==> src/rtl/freq_gen_channel.sv <==
module freq_gen_channel #(
  parameter bit EXTENDED = 1'b1,
  parameter int DIV_W = 8,
  parameter logic [DIV_W+1:0] RESET_FIELD = '0
) (
  input  logic             clk,
  input  logic             rst_n,
  input  logic [2:0]       src_tick,
  input  logic             scale,
  input  logic             wr_en,
  input  logic [DIV_W+1:0] wr_data,
  input  logic             en_req,
  input  logic             dis_req,
  output logic [DIV_W+1:0] field_q,
  output logic             is_en,
  output logic             out_tick,
  output logic             out_sq
);
  localparam int FW = DIV_W + 2;
  localparam int CW = DIV_W + 1;
  localparam int DW = DIV_W + 2;
  localparam logic [1:0] RST_MEM = (RESET_FIELD[1:0] == 2'd0) ? 2'd1 : RESET_FIELD[1:0];

  logic [1:0]    mem;
  logic          scale_q;
  logic [CW-1:0] cnt;
  logic          sel_tick;
  logic [DW-1:0] div;
  logic [DW-1:0] hi_len;
  logic          last;
  logic          reload;

  always_ff @(posedge clk) begin
    if (!rst_n) begin
      field_q <= RESET_FIELD;
      mem     <= RST_MEM;
    end else if (wr_en) begin
      field_q <= wr_data;
      if (wr_data[1:0] != 2'd0) mem <= wr_data[1:0];
    end else if (en_req) begin
      if (EXTENDED) field_q[1:0] <= mem;
      else          field_q[1]   <= 1'b1;
    end else if (dis_req) begin
      if (EXTENDED) field_q[1:0] <= 2'd0;
      else          field_q[1]   <= 1'b0;
    end
  end

  generate
    if (EXTENDED) begin : g_ext
      assign is_en = field_q[1:0] != 2'd0;
      always_comb begin
        case (field_q[1:0])
          2'd1:    sel_tick = src_tick[2];
          2'd2:    sel_tick = src_tick[0];
          2'd3:    sel_tick = src_tick[1];
          default: sel_tick = 1'b0;
        endcase
      end
      assign div = scale_q ? {1'b0, {1'b0, field_q[FW-1:2]} + CW'(1)}
                           : {{1'b0, field_q[FW-1:2]} + CW'(1), 1'b0};
    end else begin : g_leg
      assign is_en    = field_q[1];
      assign sel_tick = field_q[0] ? src_tick[1] : src_tick[0];
      assign div      = {{1'b0, field_q[FW-1:2]} + CW'(1), 1'b0};
    end
  endgenerate

  assign hi_len   = (div + DW'(1)) >> 1;
  assign last     = {1'b0, cnt} == div - DW'(1);
  assign reload   = wr_en | en_req | dis_req | (scale != scale_q);
  assign out_tick = is_en & sel_tick & last;
  assign out_sq   = is_en & ((div == DW'(1)) ? sel_tick : ({1'b0, cnt} < hi_len));

  always_ff @(posedge clk) begin
    if (!rst_n) begin
      scale_q <= 1'b0;
      cnt     <= '0;
    end else begin
      scale_q <= scale;
      if (!is_en || reload) cnt <= '0;
      else if (sel_tick)    cnt <= last ? '0 : cnt + CW'(1);
    end
  end
endmodule

==> config.mk <==
export PLATFORM = sky130hd
export DESIGN_NAME = freq_gen_channel
export DESIGN_NICKNAME = d
export VERILOG_FILES = /design/src/rtl/freq_gen_channel.sv
export SDC_FILE = /design/constraint.sdc
export NUM_CORES = 1
export LEC_CHECK = 0
export ABC_AREA = 1
export BUFFER_PORTS_ARGS = -buffer_cell sky130_fd_sc_hd__buf_4
export CAP_MARGIN = 20
export CORE_MARGIN = 2
export CORE_UTILIZATION = 50
export CTS_CLUSTER_DIAMETER = 120
export DETAILED_ROUTE_END_ITERATION = 10
export HOLD_SLACK_MARGIN = 0.03
export PLACE_DENSITY = 0.82
export SYNTH_ARGS = -nofsm -noshare
export SYNTH_HDL_FRONTEND = slang
export SYNTH_SLANG_ARGS = --single-unit
==> constraint.sdc <==
create_clock -name clk -period 3.05 [get_ports clk]
set_input_delay 0 -clock clk [delete_from_list [all_inputs] [get_ports clk]]
set_output_delay 0 -clock clk [all_outputs]
set_load 0.005 [all_outputs]
==> impl_metrics.tcl <==
set metrics [dict create \
    synth_top_area_share_pct 22.2 \
    grt_setup_unrepaired "no" \
    worst_ep_arrival_time_ns 2.82 \
    cap_violations 0 \
    max_freq_mhz 354 \
    finalPower_w 0.000736 \
    nets 389 \
    critical_path.startpoint_type "register" \
    hold_path.class "primary input to register" \
    grt_first_pass_wirelength_um 8100 \
    synth.distinct_cells 31 \
    detail_route.wl_per_cell_um 11.9 \
    ys_seq_elements 22 \
    clock-skew-final_ns 0.00807 \
    slew_viol_final 0 \
    ir_drop_mv 0.217 \
    synth-warning-count 0 \
    setup_violations 0 \
    diodes 0 \
    wl_um 4820 \
    min_period_ns 2.82 \
    crit_slowest_cell "dfxtp_2" \
    synth-seq-area-share_pct 22.2 \
    place_congestion 0.839 \
    syn2layout_area_growth_pct 23.1 \
    powerDensity_nw_per_um2 301 \
    grt-ovfl-total 0 \
    hpwl_um 3680 \
    slew_headroom_pct 70.1 \
    cts.clk_slew.worst_paths_ns 0.08 \
    io_pins 32 \
    final_layout_size_suffix_gt1_share_pct 22.1 \
    place_inst 391 \
    insertion_delay_ns 0.27 \
    tns_ns 0 \
    yosysTopAreaCell "dfxtp_1" \
    drc_errors 0 \
    power.leakage_nw 1.13 \
    rows 22 \
    design.core.area_sq_um 3740 \
    h-tree-depth 1 \
    num_vias 2136 \
    die_h_um 67.0 \
    syn_avg_cell_area_sq_um 6.30 \
    whs_ns 0.0395 \
    crit_type "register to primary output" \
    final_hold_viol_count 0 \
    end_kind "primary output" \
    grt_max_degree 19 \
    worst_pin_slew_ns 0.448 \
    ctsRootBufferMaster "clkbuf_8" \
    numClockSinks 22 \
    viasPerCell 5.26 \
    synthesis.area_sq_um 1990 \
    start_util_pct 53.0 \
    layout_commonest_cell "nand2_1" \
    period_share_pct 92.5 \
    portBuffers 31 \
    layout.cells.most_common_list "nand2_1 (93), nand3_1 (38), buf_4 (32)" \
    required_ns 3.05 \
    cpPeakStageDelay_ns 0.37 \
    final_cells 406 \
    cp_max_fo 6 \
    worst_path_dominant_cell_family "simple AND/OR/NAND/NOR gates" \
    status "completed" \
    final_util_pct 65.3 \
    gr-usage-all-layers_pct 23.3 \
    syn_inst 315 \
    cts_buffers 3 \
    grt_antenna_before_repair 0 \
    antenna_left 0 \
    cpMostUsedCell "nor2_1" \
    crit_chain "ha_4 -> inv_1 -> nor2_1 -> inv_1 -> nor2_1 -> inv_1 -> nor2_2 -> inv_1 -> nor2_1 -> nand3_1 -> nor2_1 -> nor2_1 -> ha_1 -> nand2_1 -> nor2_1 -> nand3_1 -> o2111ai_1 -> a21oi_1 -> buf_4" \
    critPathBufInv 5 \
    die-area_sq_um 4490 \
    die_w_um 67.0 \
    synth.net_count 344 \
    drtIter0Drc 99 \
    dr.pass1.iters 4 \
    grt_pass1_vias 1980 \
    synth_top_cells_by_area "dfxtp_1 (22%), nand2_1 (18%), nand3_1 (9.6%)" \
    clk_path_buf_depth 2 \
    tritoncts "yes" \
]
## worst paths after layout
kind | startpoint | endpoint | slack (ns) | cells after the start
worst min-delay path | wr_data[0] | mem[1]$_SDFFE_PN0P_ | 0.04 | 4
worst max register to register | field_q[2]$_SDFFE_PN0P_ | cnt[3]$_SDFFE_PP0P_ | 0.86 | 13
worst min register to register | mem[1]$_SDFFE_PN0P_ | mem[1]$_SDFFE_PN0P_ | 0.48 | 2
worst max-delay path | field_q[3]$_SDFFE_PN0P_ | out_sq | 0.23 | 19
## timing repair
| action | CTS | global route |
|---|---|---|
| buffers inserted | 0 | 0 |
| endpoints found under the hold margin | 10 | 0 |
| hold buffers | 12 | 0 |
| gates resized for setup | 0 | 4 |
| setup endpoints to repair | 0 | 1 |
## through the flow
stage | setup WS (ns) | cell area (sq um)
2_1_floorplan | 0.706 | 1990
6_report | 0.228 | 2440
3_3_place_gp | 0.479 | 2270
5_1_grt | 0.0180 | 2440
4_1_cts | 0.0767 | 2430
3_5_place_dp | 0.381 | 2270
## cells in the mapped netlist, drive strengths merged
| master | count |
|---|---|
| nand2 | 105 |
| nand3 | 42 |
| inv | 37 |
| nor2 | 32 |
| dfxtp | 22 |
| a21oi | 16 |
| o21ai | 13 |
| ha | 10 |
| nand4 | 9 |
| xor2 | 9 |
| nand3b | 3 |
| xnor2 | 3 |
| a31oi | 2 |
| buf | 2 |
| clkbuf | 2 |
| nor3 | 2 |
| a21o | 1 |
| clkinv | 1 |
| nor4 | 1 |
| o2111ai | 1 |
| o211ai | 1 |
| o21a | 1 |
## state kept, by name, summed over array words and instances (netlist names)
signal / count
field_q: 10
cnt: 9
mem: 2
scale_q: 1
## worst reg2reg max path: stages, from the launching register on
cell     delay (ns)
dfxtp_2        0.41
ha_4           0.24
a21oi_2        0.18
nand3_2        0.15
inv_2          0.07
nand2_1        0.12
nor2_2         0.18
nand3_1        0.10
nand3_1        0.11
nand2_1        0.09
nor2_4         0.14
nand4_4        0.10
nand2_4        0.16
nor2_2         0.04
## where the power goes
part	internal, W	switching (W)	total [W]
logic	0.0000996	0.000135	0.000235
clock network	0.0000884	0.0000967	0.000185
registers	0.000299	0.0000166	0.000316
## logic make-up after synthesis
family | after synthesis | synth area share, %
flops | 22 | 22.2
simple gates | 194 | 48.3
buf+inv | 42 | 8.19
xor+xnor | 12 | 5.29
fa+ha+maj | 10 | 6.30
compound gates | 35 | 9.70
## layout make-up
class                   instances  area [sq um]
flip-flops and latches         22           443
fillers                       367          1300
clock buffers                   3          41.3
repair buffers                 44           360
well taps                      48          60.1
multi-input cells             251          1400
inverters                      38           143
## metal layers
metal	vias up	share of wire [%]	track usage [%]
li1	1122	-	-
met1	968	44	26.3
met2	41	53	45.5
met3	5	3.0	2.20
met4	0	0.93	6.38
met5	-	0	0
No activity file was read; power rests on OpenSTA's default activity.
